===== src/rtl/tnco_pkg.sv =====
package tnco_pkg;
  localparam int ADDR_W = 3;

  localparam logic [ADDR_W-1:0] A_OFS_HOLD = 3'd0;
  localparam logic [ADDR_W-1:0] A_FRQ_HOLD = 3'd1;
  localparam logic [ADDR_W-1:0] A_FRQ_STB  = 3'd2;
  localparam logic [ADDR_W-1:0] A_OFS_STB  = 3'd3;
  localparam logic [ADDR_W-1:0] A_CFG      = 3'd4;

  // One-cycle commands from control to datapath
  typedef struct packed {
    logic ldOfs;
    logic ldFrq;
    logic moveOfs;
    logic moveFrq;
  } ctlStrobe_t;
endpackage


===== src/rtl/tnco_ctl.sv =====
module tnco_ctl
  import tnco_pkg::*;
(
  input  logic              clk,
  input  logic              rstN,
  input  logic              wrEn,
  input  logic [ADDR_W-1:0] wrAddr,
  input  logic [1:0]        cfgBits,
  input  logic              syncIn,
  output ctlStrobe_t        stb,
  output logic              fmtTwos
);
  logic syncEn;
  logic hitOfsHold, hitFrqHold, hitFrqStb, hitOfsStb, hitCfg;

  always_comb begin
    hitOfsHold = wrEn && (wrAddr == A_OFS_HOLD);
    hitFrqHold = wrEn && (wrAddr == A_FRQ_HOLD);
    hitFrqStb  = wrEn && (wrAddr == A_FRQ_STB);
    hitOfsStb  = wrEn && (wrAddr == A_OFS_STB);
    hitCfg     = wrEn && (wrAddr == A_CFG);
  end

  always_ff @(posedge clk) begin
    if (!rstN) begin
      syncEn  <= 1'b0;
      fmtTwos <= 1'b0;
    end else if (hitCfg) begin
      syncEn  <= cfgBits[0];
      fmtTwos <= cfgBits[1];
    end
  end

  // Strobe and qualified sync merge into a single transfer
  always_comb begin
    stb.ldOfs   = hitOfsHold;
    stb.ldFrq   = hitFrqHold;
    stb.moveFrq = hitFrqStb;
    stb.moveOfs = hitOfsStb || (syncIn && syncEn);
  end
endmodule


===== src/rtl/tnco_dp.sv =====
module tnco_dp
  import tnco_pkg::*;
#(
  parameter int FREQ_W = 32,
  parameter int ACC_W  = 32,
  parameter int OFS_W  = 8,
  localparam int PH_W  = OFS_W + 1
)(
  input  logic              clk,
  input  logic              rstN,
  input  ctlStrobe_t        stb,
  input  logic [FREQ_W-1:0] wrData,
  input  logic              advEn,
  input  logic              fmtTwos,
  output logic [PH_W-1:0]   phaseOut,
  output logic [FREQ_W-1:0] activeFreq,
  output logic [OFS_W-1:0]  activeOfs
);
  logic [OFS_W-1:0]  holdOfs;
  logic [FREQ_W-1:0] holdFrq;
  logic [ACC_W-1:0]  acc;
  logic [PH_W-1:0]   ofsExt;
  logic [PH_W-1:0]   accTop;

  always_ff @(posedge clk) begin
    if (!rstN) begin
      holdOfs    <= '0;
      holdFrq    <= '0;
      activeOfs  <= '0;
      activeFreq <= '0;
    end else begin
      if (stb.ldOfs)   holdOfs    <= wrData[OFS_W-1:0];
      if (stb.ldFrq)   holdFrq    <= wrData;
      if (stb.moveOfs) activeOfs  <= holdOfs;
      if (stb.moveFrq) activeFreq <= holdFrq;
    end
  end

  generate
    if (FREQ_W >= ACC_W) begin : g_freqWide
      always_ff @(posedge clk) begin
        if (!rstN)      acc <= '0;
        else if (advEn) acc <= acc + activeFreq[ACC_W-1:0];
      end
    end else begin : g_freqNarrow
      always_ff @(posedge clk) begin
        if (!rstN)      acc <= '0;
        else if (advEn) acc <= acc + {{(ACC_W-FREQ_W){1'b0}}, activeFreq};
      end
    end
  endgenerate

  always_comb begin
    ofsExt   = fmtTwos ? {activeOfs[OFS_W-1], activeOfs} : {1'b0, activeOfs};
    accTop   = {1'b0, acc[ACC_W-1 -: OFS_W]};
    phaseOut = accTop + ofsExt;
  end
endmodule


===== src/rtl/timing_nco_ctrl.sv =====
module timing_nco_ctrl
  import tnco_pkg::*;
#(
  parameter int FREQ_W = 32,
  parameter int ACC_W  = 32,
  parameter int OFS_W  = 8,
  localparam int PH_W  = OFS_W + 1
)(
  input  logic              clk,
  input  logic              rstN,
  input  logic              wrEn,
  input  logic [ADDR_W-1:0] wrAddr,
  input  logic [FREQ_W-1:0] wrData,
  input  logic              syncIn,
  input  logic              advEn,
  output logic [PH_W-1:0]   phaseOut,
  output logic [FREQ_W-1:0] activeFreq,
  output logic [OFS_W-1:0]  activeOfs
);
  ctlStrobe_t stb;
  logic       fmtTwos;

  tnco_ctl u_ctl (
    .clk     (clk),
    .rstN    (rstN),
    .wrEn    (wrEn),
    .wrAddr  (wrAddr),
    .cfgBits (wrData[1:0]),
    .syncIn  (syncIn),
    .stb     (stb),
    .fmtTwos (fmtTwos)
  );

  tnco_dp #(.FREQ_W(FREQ_W), .ACC_W(ACC_W), .OFS_W(OFS_W)) u_dp (
    .clk        (clk),
    .rstN       (rstN),
    .stb        (stb),
    .wrData     (wrData),
    .advEn      (advEn),
    .fmtTwos    (fmtTwos),
    .phaseOut   (phaseOut),
    .activeFreq (activeFreq),
    .activeOfs  (activeOfs)
  );
endmodule


===== config.mk =====
export PLATFORM = sky130hd
export DESIGN_NAME = timing_nco_ctrl
export DESIGN_NICKNAME = d
export VERILOG_FILES = /design/src/rtl/tnco_pkg.sv /design/src/rtl/tnco_ctl.sv /design/src/rtl/tnco_dp.sv /design/src/rtl/timing_nco_ctrl.sv
export SDC_FILE = /design/constraint.sdc
export NUM_CORES = 1
export LEC_CHECK = 0
export ABC_AREA = 1
export CORE_MARGIN = 5
export CORE_UTILIZATION = 55
export CTS_BUF_LIST = sky130_fd_sc_hd__clkbuf_4
export CTS_CLUSTER_SIZE = 12
export DETAILED_ROUTE_END_ITERATION = 6
export PLACE_DENSITY = 0.8
export SLEW_MARGIN = 30
export SYNTH_ARGS = -nofsm -noshare
export SYNTH_HDL_FRONTEND = slang
export SYNTH_SLANG_ARGS = --single-unit

===== constraint.sdc =====
create_clock -name clk -period 4.34 [get_ports clk]
set_input_delay 1.302 -clock clk [delete_from_list [all_inputs] [get_ports clk]]
set_output_delay 1.302 -clock clk [all_outputs]
set_load 0.01 [all_outputs]

# Word level (Yosys, flattened, before mapping)
# Cells that the tools add are included.
[classes]
reduce_logical = 8
mux = 1
eq_ne = 4
add_sub_neg = 2
[ops]
columns = ["cell", "count"]
rows = [
  ["32-bit adder", 1],
  ["8-bit by 9-bit adder with 9-bit output", 1],
  ["9-bit 2-to-1 mux", 1],
  ["3-bit by 2-bit equality test with 1-bit output (second input constant)", 2],
  ["1-bit logical AND", 6],
  ["3-bit by 1-bit equality test with 1-bit output (second input constant)", 1],
  ["3-bit equality test (second input constant)", 1],
  ["3-bit zero test", 1],
  ["1-bit logical OR", 1],
]
[word_totals]
elab_cells = 22
in_bits = 40
register_bits = 114
out_inout_bits = 49

# Longest topological paths before layout
# Gate-level depths: netlist of the first run.
[depth]
depth_word = 3
mapped_depth = 14
depth_no_buf = 14

# Hierarchy
# A second synthesis of the first run with hierarchy kept.
[unflattened]
cells_unflattened = 1078
hier_area_um2 = 6780.3
[by_module_without_submodules]
columns = ["module", "area_per_inst_um2", "seq_area_each_um2", "n_inst", "cells_per_inst"]
rows = [
  ["tnco_dp", 6621.4, 2242.2, 1, 1052],
  ["tnco_ctl", 158.9, 40.0, 1, 26],
]

# Worst setup path before layout of the first run
# OpenSTA, ideal clock, no wires.
[synth_path]
kind = "register to output"
startpoint = "reg u_dp.activeOfs[0]"
endpoint = "out phaseOut[6]"
n_path_buf = 0
stages_incl_launch_ff = 9
slack_ns = 1.476
arrival_ns = 1.562
t_required_ns = 3.038
cell_sequence = "dfxtp_1 > ha_1 > fa_1 > nand3_1 > nand2_1 > a21oi_1 > nor2_1 > nor2_1 > xnor2_1"
[synth_via]
elab_chain_cells = 2
[synth_lines]
columns = ["element", "line_no", "text"]
rows = [
  ["from (decl)", "tnco_dp.sv:17", "output logic [OFS_W-1:0] activeOfs"],
  ["from (signal assigned)", "tnco_dp.sv:34", "if (stb.moveOfs) activeOfs <= holdOfs;"],
  ["9-bit 2-to-1 mux", "tnco_dp.sv:54", "ofsExt = fmtTwos ? {activeOfs[OFS_W-1], activeOfs} : {1'b0, activeOfs};"],
  ["8-bit by 9-bit adder with 9-bit output", "tnco_dp.sv:56", "phaseOut = accTop + ofsExt;"],
  ["to (decl)", "timing_nco_ctrl.sv:16", "output logic [PH_W-1:0] phaseOut,"],
]
# Every way passes these cells.

# Final worst setup path of the first run
[layout_path]
startpoint = "reg u_dp.acc[24]"
endpoint = "out phaseOut[6]"
[layout_via]
elab_chain_cells = 1
[layout_lines]
columns = ["element", "line_no", "text"]
rows = [
  ["from (decl)", "tnco_dp.sv:21", "logic [ACC_W-1:0] acc;"],
  ["from (signal assigned)", "tnco_dp.sv:43", "else if (advEn) acc <= acc + activeFreq[ACC_W-1:0];"],
  ["8-bit by 9-bit adder with 9-bit output", "tnco_dp.sv:56", ""],
]
# Every way passes these cells.

==> flow_metrics.env, run 1 <==
export IMPL_yosysWarnings=0
export IMPL_fmax_mhz=251
export IMPL_coreArea_mm2=0.0120
export IMPL_vdd_drop_max_uv=273
export IMPL_vias_per_cell=5.12
export IMPL_synth_edf_count=0
export IMPL_hold_viol=0
export IMPL_cts_resized=0
export IMPL_path_class="flop to output port"
export IMPL_antenna_found_initial=1
export IMPL_die_area_mm2=0.0145
export IMPL_cts_setup_buffers=0
export IMPL_ys_types=30
export IMPL_nFillCells=1118
export IMPL_setup_viol=0
export IMPL_status="finished clean"
export IMPL_syn_avg_cell_area_um2=6.24
export IMPL_cts_buffer_depth=2
export IMPL_fp_dieH_um=120
export IMPL_grt_pass1_wl_mm=29.7
export IMPL_tightest_slew_ns=0.943
export IMPL_fin_ws_ns=0.350
export IMPL_cts_made_buffers=17
export IMPL_h_tree_depth=4
export IMPL_boundaryPins=89
export IMPL_track_usage=0.256
export IMPL_cts_root_buf="clkbuf_4"
export IMPL_leakage_nw=4.27
export IMPL_drtAntennaViolNets=0
export IMPL_first_iter_violations=544
export IMPL_totalWireLength_mm=17.9
export IMPL_postSynth_asyncResetShare=0
export IMPL_cp_required_ns=3.04
export IMPL_vias=6720
export IMPL_cp_max_fo=3
export IMPL_ys_seq_area_frac=0.341
export IMPL_rows=40
export IMPL_hold_ws_ns=0.501
export IMPL_cts_tree="yes"
export IMPL_syn_cell_area_mm2=0.00669
export IMPL_worstPathArrival_ns=2.69
export IMPL_relSlewSlack=0.368
export IMPL_firstDrtPassIters=5
export IMPL_ys_ff_latch=114
export IMPL_cts_hold_buffers=0
export IMPL_p_per_area_mw_per_mm2=313
export IMPL_regArea_mm2=0.00228
export IMPL_ys_flop_type="dfxtp_1"
export IMPL_multiInputGateArea_mm2=0.00369
export IMPL_die_x_um=120
export IMPL_tns_ns=0
export IMPL_drive_gt1_frac=0.0395
export IMPL_synth_nets=1152
export IMPL_finClkSkew_ns=0.0177
export IMPL_worst_skew_pair_late_latency_ns=0.55
export IMPL_drc_errors=0
export IMPL_crit_path_end_kind="output port"
export IMPL_slew_viol_final=0
export IMPL_area_growth_pct=20.1
export IMPL_initial_utilization=0.559
export IMPL_rsz0062_at_grt="no"
export IMPL_grt_overflow=0
export IMPL_cts_sinks=114
export IMPL_gp_congestion=0.933
export IMPL_avgRoutedWirePerCell_um=13.6
export IMPL_finalCritPeriodShare=0.919
export IMPL_grt_max_degree=88
export IMPL_place_port_buffers=88
export IMPL_pre_cts_ws_ns=0.940
export IMPL_final_nets=1233
export IMPL_hold_class="flop to flop"
export IMPL_drv_cap=0
export IMPL_start_kind="flop"
export IMPL_grt_pass1_vias=6263
export IMPL_period_needed_ns=3.99
export IMPL_path_clk_slew_ns=0.11
export IMPL_synthCells=1071
export IMPL_dpl_hpwl_mm=13.3
flip-flops by register name (all words and copies together), names as in the netlist:
signal and flops:
u_ctl.fmtTwos 1, u_dp.activeFreq 32, u_ctl.syncEn 1, u_dp.activeOfs 8, u_dp.holdFrq 32, u_dp.holdOfs 8, u_dp.acc 32
critical path: stages, from the launching register on:
cell             delay, ns
dfxtp_1               0.35
ha_1                  0.22
fa_1                  0.41
nand3_1               0.09
nand2_1               0.09
a21oi_1               0.14
nor2_1                0.06
nor2_1                0.11
xnor2_1               0.13
clkdlybuf4s50_1       0.55
worst paths after layout:
path                                    startpoint           end  slack (ns)  cells after the start
worst max-delay path                  u_dp.acc[24]   phaseOut[6]        0.35                      9
worst min-delay path                  u_dp.acc[10]  u_dp.acc[10]        0.50                      2
worst max register to register  u_dp.activeFreq[0]  u_dp.acc[24]        2.20                     14
worst min register to register        u_dp.acc[10]  u_dp.acc[10]        0.50                      2
placed cells by master (no fill, tap or decap), types with 3 or more instances in the layout:
cell type / instances
nor2_1: 267
nand2_1: 241
inv_1: 154
dfxtp_1: 114
o21ai_0: 101
clkdlybuf4s50_1: 87
nand3_1: 41
ha_1: 39
a21oi_1: 29
xor2_1: 18
clkbuf_4: 17
bufinv_16: 6
xnor2_1: 5
nand2_2: 5
clkinv_1: 5
nand4_1: 3
o211ai_1: 3
nor2_2: 3
and2_1: 3
clkinv_4: 3
buf_4: 3
synthesized netlist by cell type (all sizes together) (2+ instances only):
master / count / area share
nand3: 42 / 0.032
inv: 156 / 0.088
and2: 3 / 0.0028
nor2: 270 / 0.15
xnor2: 5 / 0.0066
o211ai: 3 / 0.0034
clkbuf: 21 / 0.012
xor2: 18 / 0.024
buf: 9 / 0.0071
ha: 39 / 0.073
fa: 2 / 0.0060
a21oi: 29 / 0.022
dfxtp: 114 / 0.34
nor3: 4 / 0.0054
o21ai: 101 / 0.076
nand2: 246 / 0.14
nand4: 3 / 0.0028
cells by family (layout without fill, tap and decap cells):
| logic type | count (synthesis) | after routing | share of synthesized area |
|---|---|---|---|
| flip-flops | 114 | 114 | 0.341 |
| XOR/XNOR | 23 | 23 | 0.0301 |
| AND/OR/NAND/NOR | 569 | 569 | 0.337 |
| other | 0 | 1 | 0 |
| buffers and inverters | 187 | 281 | 0.107 |
| adder cells (fa/ha/maj) | 41 | 41 | 0.0790 |
| AO/OA/AOI/OAI | 137 | 137 | 0.105 |
layer usage:
metal / global-route usage / up-vias / wire length [um] / part of all wire
met3: 0.0688 / 31 / 1440 / 0.081
met5: 0 / - / 0 / 0
li1: - / 3469 / - / -
met2: 0.400 / 226 / 7820 / 0.44
met1: 0.344 / 2994 / 8220 / 0.46
met4: 0.0871 / 0 / 387 / 0.022
final cells by class:
type | instances | area share
inverters | 157 | 0.0734
well taps | 147 | 0.0229
repair buffers | 92 | 0.114
clock buffers | 17 | 0.0159
clock inverters | 15 | 0.0296
flip-flops and latches | 114 | 0.284
diodes | 1 | 0.000312
multi-input cells | 770 | 0.459
stage by stage:
step	util	instance area, um^2	power [mW]	cells
4_1_cts	0.671	8030	2.52	1312
5_1_grt	0.671	8030	2.62	1313
3_3_place_gp	0.640	7660	1.52	1280
6_report	0.671	8030	2.51	1313
2_1_floorplan	-	6690	1.37	1071
3_5_place_dp	0.640	7660	1.52	1280
report_power, final:
part | internal (mW) | switching, mW | total, mW
sequential | 1.09 | 0.0379 | 1.13
combinational | 0.164 | 0.207 | 0.371
clock | 0.569 | 0.438 | 1.01
No activity file was read; power rests on OpenSTA's default activity.
==> inputs of run 2 (changes only) <==
--- a/config.mk
+++ b/config.mk
@@ -11,6 +11,8 @@
 export CTS_BUF_LIST = sky130_fd_sc_hd__clkbuf_4
 export CTS_CLUSTER_SIZE = 12
 export DETAILED_ROUTE_END_ITERATION = 6
+export GPL_ROUTABILITY_DRIVEN = 0
+export MAX_ROUTING_LAYER = met4
 export PLACE_DENSITY = 0.8
 export SLEW_MARGIN = 30
 export SYNTH_ARGS = -nofsm -noshare
==> run 2 against run 1 <==
- sequential share of layout area up 0.27 points
- sequential power is essentially flat
- clock skew is 0.0031 ns lower
- critical path depth unchanged
- final cell count barely moved
- highest routed layer unchanged
==> flow_metrics.env, run 2 (synthesis results as in run 1) <==
export IMPL_drive_gt1_frac=0.0421
export IMPL_cts_setup_buffers=0
export IMPL_final_common_cell="nor2_1"
export IMPL_die_area_mm2=0.0145
export IMPL_final_cell_mix="267 x nor2_1, 241 x nand2_1, 154 x inv_1"
export IMPL_slew_viol_final=0
export IMPL_relSlewSlack=0.397
export IMPL_nFillCells=1107
export IMPL_cp_max_fo=3
export IMPL_grt_max_degree=51
export IMPL_cts_tree="yes"
export IMPL_finalCritPeriodShare=0.927
export IMPL_area_growth_pct=18.9
export IMPL_avgRoutedWirePerCell_um=13.5
export IMPL_status="finished clean"
export IMPL_antenna_found_initial=0
export IMPL_total_power_mw=2.34
export IMPL_worst_skew_pair_late_latency_ns=0.52
export IMPL_startpoint="u_dp.activeOfs[0]"
export IMPL_totalWireLength_mm=17.7
export IMPL_setup_viol=0
export IMPL_drc_errors=0
export IMPL_finClkSkew_ns=0.0146
export IMPL_antennaDiodeCount=0
export IMPL_hold_path_endpoint="u_dp.activeOfs[3]"
export IMPL_place_port_buffers=88
export IMPL_reg2reg_slack_ns=2.15
export IMPL_crit_path_end_kind="output port"
export IMPL_tns_ns=0
export IMPL_hold_path_depth=2
export IMPL_worstPathArrival_ns=2.72
export IMPL_vias_per_cell=5.08
export IMPL_cts_hold_buffers=0
export IMPL_start_kind="flop"
export IMPL_hold_class="flop to flop"
export IMPL_cts_resized=0
export IMPL_top_regs="u_dp.acc (32), u_dp.activeFreq (32), u_dp.holdFrq (32)"
export IMPL_cts_buffer_depth=2
export IMPL_p_per_area_mw_per_mm2=294
export IMPL_grt_pass1_wl_mm=29.1
export IMPL_reg2reg_from="u_dp.activeFreq[0]"
export IMPL_cts_root_buf="clkbuf_4"
export IMPL_firstDrtPassIters=5
export IMPL_cts_made_buffers=17
export IMPL_drv_cap=0
export IMPL_h_tree_depth=4
export IMPL_die_x_um=120
export IMPL_rsz0062_at_grt="no"
export IMPL_fmax_mhz=249
export IMPL_vdd_drop_max_uv=249
export IMPL_vias=6670
export IMPL_track_usage=0.257
export IMPL_initial_utilization=0.559
export IMPL_fp_dieH_um=120
export IMPL_multiInputGateArea_mm2=0.00369
export IMPL_leakage_nw=4.24
export IMPL_regToRegEndpoint="u_dp.acc[28]"
export IMPL_rows=40
export IMPL_min_delay_start="u_dp.holdOfs[3]"
export IMPL_path_class="flop to output port"
export IMPL_cts_sinks=114
export IMPL_cp_required_ns=3.04
export IMPL_hold_viol=0
export IMPL_path_clk_slew_ns=0.12
export IMPL_grt_overflow=0
export IMPL_coreArea_mm2=0.0120
export IMPL_drtAntennaViolNets=0
export IMPL_tightest_slew_ns=0.899
export IMPL_first_iter_violations=409
export IMPL_final_nets=1233
export IMPL_dpl_hpwl_mm=13.2
export IMPL_ff2ff_path_depth=12
export IMPL_regArea_mm2=0.00228
export IMPL_period_needed_ns=4.02
export IMPL_grt_pass1_vias=6193
export IMPL_boundaryPins=89
==> run 2: cell count changes in the layout (fill, tap and decap cells not counted), sizes merged <==
| cell | change |
|---|---|
| clkbuf | +2 |
| diode | -1 |
| clkinvlp | +2 |
| clkinv | -1 |
| bufinv | -3 |
==> run 2: worst max-delay path: stages, from the launching register on <==
cell and delay, ns:
dfxtp_1 0.34, ha_1 0.24, fa_1 0.42, nand3_1 0.09
nand2_1 0.11, a21oi_1 0.15, nor2_1 0.06, nor2_1 0.11
xnor2_1 0.13, clkdlybuf4s50_1 0.55
==> run 2: per-layer routing <==
| layer | global-route usage | vias up | wire (um) |
|---|---|---|---|
| li1 | - | 3465 | - |
| met1 | 0.342 | 2963 | 8350 |
| met2 | 0.394 | 214 | 7810 |
| met3 | 0.0585 | 28 | 1210 |
| met4 | 0.0786 | 0 | 308 |
| met5 | - | - | 0 |
==> run 2: how the worst max path moves through the flow <==
stage	end	slack, ns	cells after the start
floorplan	phaseOut[6]	1.48	8
global placement	phaseOut[6]	0.93	9
detailed placement	phaseOut[6]	0.91	9
CTS	phaseOut[6]	0.31	9
global route	phaseOut[6]	0.20	9
finish	phaseOut[6]	0.32	9
==> run 2: area by class of cell <==
class                   count  area share
inverters                 157      0.0741
well taps                 147      0.0231
flip-flops and latches    114       0.287
clock buffers              19      0.0179
clock inverters            13      0.0203
repair buffers             92       0.114
multi-input cells         770       0.464
==> run 2: through the flow <==
| step | hold slack, ns | instance area, um^2 | utilization | instances | setup slack (ns) |
|---|---|---|---|---|---|
| after floorplan | 0.450 | 6690 | - | 1071 | 1.48 |
| after global placement | 0.476 | 7650 | 0.639 | 1280 | 0.927 |
| after detailed placement | 0.482 | 7650 | 0.639 | 1280 | 0.911 |
| after CTS | 0.509 | 7950 | 0.665 | 1312 | 0.306 |
| after global routing | 0.525 | 7950 | 0.665 | 1312 | 0.196 |
| final | 0.503 | 7950 | 0.665 | 1312 | 0.318 |
==> run 2: power by group <==
group | internal [mW] | switching, mW | leakage [nW]
Sequential | 1.09 | 0.0378 | 0.931
Combinational | 0.163 | 0.207 | 3.15
Clock | 0.412 | 0.423 | 0.157
==> inputs of run 3 (changes only) <==
--- a/config.mk
+++ b/config.mk
@@ -7,13 +7,13 @@
 export LEC_CHECK = 0
 export ABC_AREA = 1
 export CORE_MARGIN = 5
-export CORE_UTILIZATION = 55
+export CORE_UTILIZATION = 60
 export CTS_BUF_LIST = sky130_fd_sc_hd__clkbuf_4
 export CTS_CLUSTER_SIZE = 12
 export DETAILED_ROUTE_END_ITERATION = 6
 export GPL_ROUTABILITY_DRIVEN = 0
 export MAX_ROUTING_LAYER = met4
-export PLACE_DENSITY = 0.8
+export PLACE_DENSITY = 0.86
 export SLEW_MARGIN = 30
 export SYNTH_ARGS = -nofsm -noshare
 export SYNTH_HDL_FRONTEND = slang
==> run 3 against run 2 <==
- hold slack lost 0.0083 ns
- combinational power is essentially flat
- global-route usage grew 2.7 points
- count of clock-buffer cells in the layout shrank 2
- cell area shrank 0.24%
- final cell count shrank 0.53%
- sequential share of layout area grew 0.068 points
- via count grew 0.48%
- highest routed layer unchanged
==> flow_metrics.env, run 3 (synthesis results as in run 1) <==
export IMPL_relSlewSlack=0.405
export IMPL_antenna_found_initial=1
export IMPL_rows=38
export IMPL_tightest_slew_ns=0.887
export IMPL_area_growth_pct=18.7
export IMPL_worst_skew_pair_late_latency_ns=0.56
export IMPL_boundaryPins=89
export IMPL_track_usage=0.285
export IMPL_placed_area_mm2=0.00764
export IMPL_drc_errors=0
export IMPL_dpl_hpwl_mm=13.1
export IMPL_final_nets=1233
export IMPL_drv_cap=0
export IMPL_hold_class="flop to flop"
export IMPL_path_class="flop to output port"
export IMPL_pre_cts_ws_ns=0.894
export IMPL_h_tree_depth=4
export IMPL_slew_viol_final=0
export IMPL_cts_made_buffers=17
export IMPL_worstPathArrival_ns=2.76
export IMPL_cts_hold_buffers=0
export IMPL_cts_root_buf="clkbuf_4"
export IMPL_max_stage_delay_ns=0.56
export IMPL_vias=6702
export IMPL_totalWireLength_mm=17.4
export IMPL_final_cell_mix="267 x nor2_1, 241 x nand2_1, 154 x inv_1"
export IMPL_start_kind="flop"
export IMPL_grt_max_degree=88
export IMPL_cp_max_fo=3
export IMPL_status="finished clean"
export IMPL_coreArea_mm2=0.0109
export IMPL_cts_tree="yes"
export IMPL_multiInputGateArea_mm2=0.00369
export IMPL_total_power_mw=2.32
export IMPL_regArea_mm2=0.00228
export IMPL_setup_viol=0
export IMPL_vdd_drop_max_uv=224
export IMPL_cp_required_ns=3.04
export IMPL_initial_utilization=0.614
export IMPL_cpMostUsedCell="nor2_1"
export IMPL_grt_pass1_wl_mm=29.1
export IMPL_grt_overflow=0
export IMPL_firstDrtPassIters=6
export IMPL_path_clk_slew_ns=0.12
export IMPL_finClkSkew_ns=0.0184
export IMPL_hold_ws_ns=0.495
export IMPL_die_area_mm2=0.0134
export IMPL_place_port_buffers=88
export IMPL_rsz0062_at_grt="no"
export IMPL_top_regs="u_dp.acc (32), u_dp.activeFreq (32), u_dp.holdFrq (32)"
export IMPL_period_needed_ns=4.07
export IMPL_avgRoutedWirePerCell_um=13.4
export IMPL_die_x_um=116
export IMPL_tns_ns=0
export IMPL_cts_setup_buffers=0
export IMPL_fp_dieH_um=116
export IMPL_drive_gt1_frac=0.0404
export IMPL_path_cells="ha_1 -> fa_1 -> nand3_1 -> nand2_1 -> a21oi_1 -> nor2_1 -> nor2_1 -> xnor2_1 -> clkdlybuf4s50_1"
export IMPL_cts_resized=0
export IMPL_finalCritPeriodShare=0.937
export IMPL_cts_buffer_depth=2
export IMPL_crit_path_end_kind="output port"
export IMPL_cts_sinks=114
export IMPL_final_common_cell="nor2_1"
export IMPL_hold_path_depth=2
export IMPL_vias_per_cell=5.14
export IMPL_p_per_area_mw_per_mm2=293
export IMPL_slowest_stage="clkdlybuf4s50_1"
export IMPL_fin_ws_ns=0.273
export IMPL_first_iter_violations=475
export IMPL_grt_pass1_vias=6313
export IMPL_nFillCells=956
export IMPL_ff2ff_path_depth=14
export IMPL_leakage_nw=4.23
export IMPL_hold_viol=0
export IMPL_drtAntennaViolNets=0
export IMPL_final_area_mm2=0.00793
export IMPL_fmax_mhz=246
## run 3: changes by cell type in the layout (fill, tap and decap cells not counted), sizes merged
cell	previous run	this run
clkinv	7	9
clkinvlp	3	2
diode	0	1
clkbuf	19	17
## run 3: power breakdown
| part | total (mW) | switching, mW | internal [mW] |
|---|---|---|---|
| clock | 0.821 | 0.427 | 0.394 |
| sequential | 1.13 | 0.0384 | 1.09 |
| combinational | 0.369 | 0.206 | 0.163 |
| total | 2.32 | 0.672 | 1.65 |
## run 3: cell type report
class | instances | share of cell area
Multi-Input combinational cell | 770 | 0.465
Sequential cell | 114 | 0.288
Timing Repair Buffer | 92 | 0.114
Inverter | 157 | 0.0743
Tap cell | 140 | 0.0221
Clock inverter | 14 | 0.0207
Clock buffer | 17 | 0.0161
Antenna cell | 1 | 0.000315
## run 3: path summary, 6_finish.rpt
| kind | startpoint | slack [ns] | to |
|---|---|---|---|
| worst max-delay path | u_dp.activeOfs[0] | 0.27 | phaseOut[6] |
| worst min-delay path | u_dp.holdFrq[0] | 0.49 | u_dp.activeFreq[0] |
| worst max register to register | u_dp.activeFreq[0] | 2.14 | u_dp.acc[24] |
| worst min register to register | u_dp.holdFrq[0] | 0.49 | u_dp.activeFreq[0] |
## run 3: metrics by stage
stage	std cells	util
detailed placement	1273	0.702
CTS	1304	0.728
global placement	1273	0.702
global route	1305	0.729
finish	1305	0.729
floorplan	1071	-
## run 3: routing by layer
metal,routed length (um),vias to the layer above,GRT usage
met5,0,-,-
met4,383,0,0.100
met3,1530,33,0.0736
met2,7680,246,0.432
met1,7850,2957,0.369
li1,-,3466,-
## run 3: critical path: cells and delay by family (launching register included)
family	cells	cell delay (ns)
buffers and inverters	1	0.56
adders and majority gates	2	0.65
and+or+nand+nor	4	0.36
AOI/OAI and AO/OA	1	0.16
DFF	1	0.35
xor gates and xnor gates	1	0.13
